--- src/rtl/adc_serial_shifter.sv ---
module adc_serial_shifter #(
  parameter int WIDTH = 16
) (
  input  logic             clk,
  input  logic             rst_n,
  input  logic [WIDTH-1:0] result_in,
  input  logic             busy,
  input  logic             cs_n,
  input  logic             rd_n,
  input  logic             sclk,
  input  logic             mode_during,
  input  logic             casc_in,
  output logic             sdo,
  output logic             rd_err
);
  localparam int CW = $clog2(WIDTH + 1);
  localparam logic [CW-1:0] FULL = CW'(WIDTH);

  logic [2:0] sclk_s, busy_s;
  logic [1:0] cs_s, rd_s, casc_s;
  logic [WIDTH:0] sr;
  logic [CW-1:0] cnt;

  always_ff @(posedge clk or negedge rst_n) begin
    if (!rst_n) begin
      sclk_s <= '0;
      busy_s <= '0;
      cs_s   <= '1;
      rd_s   <= '1;
      casc_s <= '0;
    end else begin
      sclk_s <= {sclk_s[1:0], sclk};
      busy_s <= {busy_s[1:0], busy};
      cs_s   <= {cs_s[0], cs_n};
      rd_s   <= {rd_s[0], rd_n};
      casc_s <= {casc_s[0], casc_in};
    end
  end

  wire sel       = ~cs_s[1] & ~rd_s[1];
  wire sck_rise  = sclk_s[1] & ~sclk_s[2];
  wire sck_fall  = ~sclk_s[1] & sclk_s[2];
  wire busy_fall = ~busy_s[1] & busy_s[2];
  wire partial   = (cnt != '0) && (cnt < FULL);

  always_ff @(posedge clk or negedge rst_n) begin
    if (!rst_n) begin
      sr     <= '0;
      cnt    <= '0;
      rd_err <= 1'b0;
    end else if (busy_fall) begin
      sr     <= {result_in, 1'b0};
      cnt    <= '0;
      rd_err <= mode_during & partial;
    end else begin
      rd_err <= 1'b0;
      if (cs_s[1]) cnt <= '0;
      if (sel && sck_rise) begin
        sr[0] <= mode_during ? 1'b0 : casc_s[1];
        if (cnt != FULL) cnt <= cnt + CW'(1);
      end else if (sel && sck_fall) begin
        sr <= {sr[WIDTH-1:0], 1'b0};
      end
    end
  end

  assign sdo = sr[WIDTH];

  AST_NO_SHIFT_IDLE: assert property (@(posedge clk) disable iff (!rst_n)
    (!sel && !busy_fall) |=> $stable(sdo));
  AST_CNT_RANGE: assert property (@(posedge clk) disable iff (!rst_n)
    cnt <= FULL);
  AST_LOAD_MSB: assert property (@(posedge clk) disable iff (!rst_n)
    busy_fall |=> (sdo == $past(result_in[WIDTH-1])));
  AST_ERR_PULSE: assert property (@(posedge clk) disable iff (!rst_n)
    rd_err |=> !rd_err);
  AST_ERR_MODE: assert property (@(posedge clk) disable iff (!rst_n)
    rd_err |-> $past(mode_during));
endmodule

--- config.mk ---
export PLATFORM = sky130hd
export DESIGN_NAME = adc_serial_shifter
export DESIGN_NICKNAME = d
export VERILOG_FILES = /design/src/rtl/adc_serial_shifter.sv
export SDC_FILE = /design/constraint.sdc
export NUM_CORES = 1
export LEC_CHECK = 0
export BUFFER_PORTS_ARGS = -buffer_cell sky130_fd_sc_hd__buf_2
export CORE_ASPECT_RATIO = 1.2
export CORE_MARGIN = 5
export CORE_UTILIZATION = 47
export DETAILED_ROUTE_END_ITERATION = 8
export GPL_TIMING_DRIVEN = 0
export PLACE_DENSITY = 0.74
export SYNTH_ARGS = -nofsm -noshare
export SYNTH_HDL_FRONTEND = slang
export SYNTH_SLANG_ARGS = --single-unit
--- constraint.sdc ---
create_clock -name clk -period 2 [get_ports clk]
set_input_delay 0.3 -clock clk [delete_from_list [all_inputs] [get_ports clk]]
set_output_delay 0.3 -clock clk [all_outputs]
set_load 0.005 [all_outputs]
# Word level (Yosys, flattened, before mapping)
# Cells that the tools add are included.
# totals
ff_bits	35
wordCells	40
inputBits	24
# op_classes
bitwise_logic	10
eq_ne	2
mux	10
order_cmp	1
add_sub_neg	1
reduce_logical	7
# ops
operator	n
2-to-1 mux 17 bit	2
2-to-1 mux 5 bit	4
2-to-1 mux 16 bit	1
adder 5 x 1 -> 5 bit, second input constant	1
bitwise AND 1 bit	5
less-than comparator 5 bit, second input constant	1
inequality test 5 bit, second input constant	1
inverter 1 bit	5
nonzero test 5 bit	1
logical AND 1 bit	3
2-to-1 mux 1 bit	3
nonzero test 3 bit	1
inequality test 2 bit, second input constant	1
AND reduction 2 bit	1
nonzero test 2 bit	1

# Longest topological paths before layout
# logic_depth
word_depth	6
ltp_mapped	5

# Least setup slack after synthesis
# No wires, ideal clock.
# synth_path
kind	reg2reg
start	reg rd_s[1]
end	reg cnt[4]
arrival_ns	1.297
required_time_ns	1.906
path_stages_with_launch	4
slack_ns	0.609
synth_period_minus_slack_ns	1.391
cell_sequence	dfstp_2 or3b_1 or3_1 a211oi_1
# synth_between
elab_chain_cells	5
# synth_lines
item	line	rtl
from (decl)	20	logic [1:0] cs_s, rd_s, casc_s;
from (signal assigned)	35	rd_s <= {rd_s[0], rd_n};
inverter 1 bit	40	wire sel = ~cs_s[1] & ~rd_s[1];
bitwise AND 1 bit	40	
logical AND 1 bit	58	if (sel && sck_rise) begin
2-to-1 mux 5 bit	58	
2-to-1 mux 5 bit	51	end else if (busy_fall) begin
to (signal assigned)	60	if (cnt != FULL) cnt <= cnt + CW'(1);
to (decl)	22	logic [CW-1:0] cnt;
# Every way passes these cells.
# A chain may end at the register's enable or synchronous reset.

# Worst setup path after layout
# layout_path
start	reg cs_s[1]
end	reg sr[0]
# layout_between
elab_chain_cells	5
word_cells_on_any_way	7
classes_between	mux: 2; bitwise: 2; reduce/logical: 3
# layout_lines
item	line	rtl
from (decl)	20	
from (signal assigned)	34	cs_s <= {cs_s[0], cs_n};
inverter 1 bit *	40	
bitwise AND 1 bit *	40	
logical AND 1 bit	58	
2-to-1 mux 1 bit	58	
2-to-1 mux 17 bit	51	
to (signal assigned)	52	sr <= {result_in, 1'b0};
to (signal assigned)	59	sr[0] <= mode_during ? 1'b0 : casc_s[1];
to (signal assigned)	62	sr <= {sr[WIDTH-1:0], 1'b0};
to (decl)	21	logic [WIDTH:0] sr;
# Mark *: on every way between the ends. The rest lies on a longest branch, timed or not.

==> results.json <==
{
  "status": "completed",
  "hold_buffers": 0,
  "gp_congestion": 0.717,
  "fin_cells": 193,
  "hpwl_um": 1940,
  "start_util_pct": 48.3,
  "syn_area_per_cell_sq_um": 11.8,
  "clockBufferDepth": 2,
  "synth_area_sq_um": 1460,
  "cts-root-buf": "clkbuf_4",
  "synth_cell_type_count": 29,
  "grt_pass1_vias": 1053,
  "ir_drop_uv": 719,
  "drive_gt1_share_pct": 26.1,
  "seq_area_frac_synth_pct": 60.3,
  "p_per_area_nw_per_um2": 843,
  "startpoint_type": "flop",
  "tritoncts": "yes",
  "fill_cells": 277,
  "globalRouteTotalUtil_pct": 13.5,
  "diodes": 0,
  "io_buffers": 25,
  "endpoint_kind": "flop",
  "slowest_delay_ps": 690,
  "ys_seq_elements": 35,
  "drv_cap": 0,
  "critPathKind": "reg2reg",
  "wl_per_cell_um": 13.2,
  "insertion_delay_ps": 330,
  "chipHeight_um": 71.1,
  "area_growth_pct": 17.6,
  "cts_buffers": 5,
  "postSynth.asyncResetShare_pct": 100,
  "ant_nets": 0,
  "first_pass_iters": 4,
  "routed_wl_um": 2540,
  "cp_slowest_cell": "nor4b_2",
  "slew_headroom_pct": 49.3,
  "slew_violations": 0,
  "vias": 1010,
  "min_path_type": "in2async",
  "worst-path-buf-inv": 0,
  "fmax_ghz": 0.649,
  "crit_family": "simple AND/OR/NAND/NOR gates",
  "clkSlewWorstSetupHoldPaths_ps": 100,
  "cts.repair.resized": 0,
  "htree_num_levels": 2,
  "crit_arrival_ps": 1770,
  "grt_pass1_wl_um": 4380,
  "drc": 0,
  "drt-initial-drc-count": 42,
  "cts_setup_buffers": 0,
  "die_w_um": 60.9,
  "rsz0062_at_grt": "false",
  "viasPerCell": 5.23,
  "ys.flop_type": "dfrtp_1",
  "finalHoldViolCount": 0,
  "dieArea_sq_um": 4330,
  "fp-row-count": 22,
  "setup_viol": 0,
  "synth_fp_nets": 150,
  "core_sq_um": 3030,
  "fin_nets": 182,
  "dp_cells": 185,
  "cp_cell_sequence": "nor4b_2 -> nor3b_1 -> o21a_1",
  "grt_overflow": 0,
  "fin_crit_sh_pct": 77.1,
  "pin_count": 26,
  "synth_edf_count": 0,
  "yosysWarnings": 0,
  "crit_fanout": 9,
  "leakagePower_uw": 0.000736,
  "tightest_slew_ps": 758,
  "antenna_found_initial": 0,
  "min_period_ps": 1540,
  "required_ps": 2230,
  "skew_ps": 11.2,
  "tns_ps": 0,
  "postSynthCellCount": 124,
  "grt_max_degree": 36,
  "cts_sinks": 35
}
-- state kept, by name, summed over array words and instances, names as in the netlist --
signal  flops
rd_err      1
cs_s        2
rd_s        2
busy_s      3
casc_s      2
sclk_s      3
sr         17
cnt         5
-- kinds of logic after synthesis --
logic type / count (synthesis) / synth area share (%)
mux: 16 / 11.0
xor+xnor: 1 / 0.599
fa+ha+maj: 2 / 1.71
simple gates: 34 / 13.1
buf+inv: 10 / 3.34
flops: 35 / 60.3
compound gates: 26 / 10.0
-- cell type report --
class | count | area (sq um) | share of cell area [%]
repair buffers | 25 | 125 | 7.28
multi-input cells | 79 | 532 | 31.0
plain buffers | 6 | 33.8 | 1.97
clock inverters | 2 | 35.0 | 2.04
flip-flops and latches | 35 | 881 | 51.3
well taps | 36 | 45.0 | 2.62
clock buffers | 6 | 51.3 | 2.99
inverters | 4 | 15.0 | 0.874
-- layout by cell type, fill, tap and decap left out, drive strengths merged --
master   synthesis  layout
ha               2       2
xor2             1       1
nand2b           1       1
a211oi           1       1
nand2           17      17
nor2             1       1
clkinv           0       1
clkbuf           4      10
dfstp            4       4
nor2b            1       1
a21oi            3       3
and3             1       1
nand4            1       1
dfrtp           31      31
inv              4       4
nand3            4       4
nor3b            1       1
or3b             1       1
o21a             1       1
nand4bb          1       1
nor4b            2       2
or3              2       2
nand4b           1       1
bufinv           0       1
a211o            2       2
mux2i           16      16
buf              2      27
a2111oi          1       1
o21ai           18      18
-- synthesized netlist by cell type, drive strengths merged (3+ instances only) --
| cell | instances | share of area, % |
|---|---|---|
| dfrtp | 31 | 53 |
| o21ai | 18 | 6.2 |
| nand2 | 17 | 4.4 |
| mux2i | 16 | 11 |
| clkbuf | 4 | 1.0 |
| dfstp | 4 | 7.2 |
| inv | 4 | 1.0 |
| nand3 | 4 | 1.4 |
| a21oi | 3 | 1.0 |
-- power breakdown --
part           switching [uW]  total (uW)  internal (uW)  leakage (uW)
combinational            67.3         129           61.5      0.000258
clock                     217         513            295     0.0000482
sequential               34.7         808            773      0.000430
total                     319        1450           1130      0.000736
-- metal layers --
metal	routed length, um	GRT usage (%)	share of wire [%]
met3	137	6.20	5.4
met2	1320	21.3	52
met5	0	0	0
met1	1060	16.3	42
met4	19	4.34	0.75
-- final timing paths --
check | startpoint | end | slack (ps) | depth (start not counted)
max | cs_s[1] | sr[0] | 460 | 3
min | rst_n | casc_s[0] | 20 | 1
max reg2reg | cs_s[1] | sr[0] | 460 | 3
min reg2reg | busy_s[0] | busy_s[1] | 360 | 0
max in group asynchronous | rst_n | sr[6] | 1500 | 1
min in group clk | cs_n | cs_s[0] | 60 | 1
-- per-stage QoR --
| stage | instance area (sq um) | power, uW | hold slack (ps) | util, % | worst slack [ps] |
|---|---|---|---|---|---|
| finish | 1720 | 1450 | 24.7 | 56.7 | 459 |
| global route | 1720 | 1530 | 14.5 | 56.7 | 286 |
| CTS | 1720 | 1480 | 31.0 | 56.7 | 421 |
| detailed placement | 1630 | 956 | 335 | 53.9 | 439 |
| global placement | 1630 | 942 | 332 | 53.9 | 520 |
| floorplan | 1460 | 888 | 4.41 | - | 609 |
(Power assumes the default switching activity.)
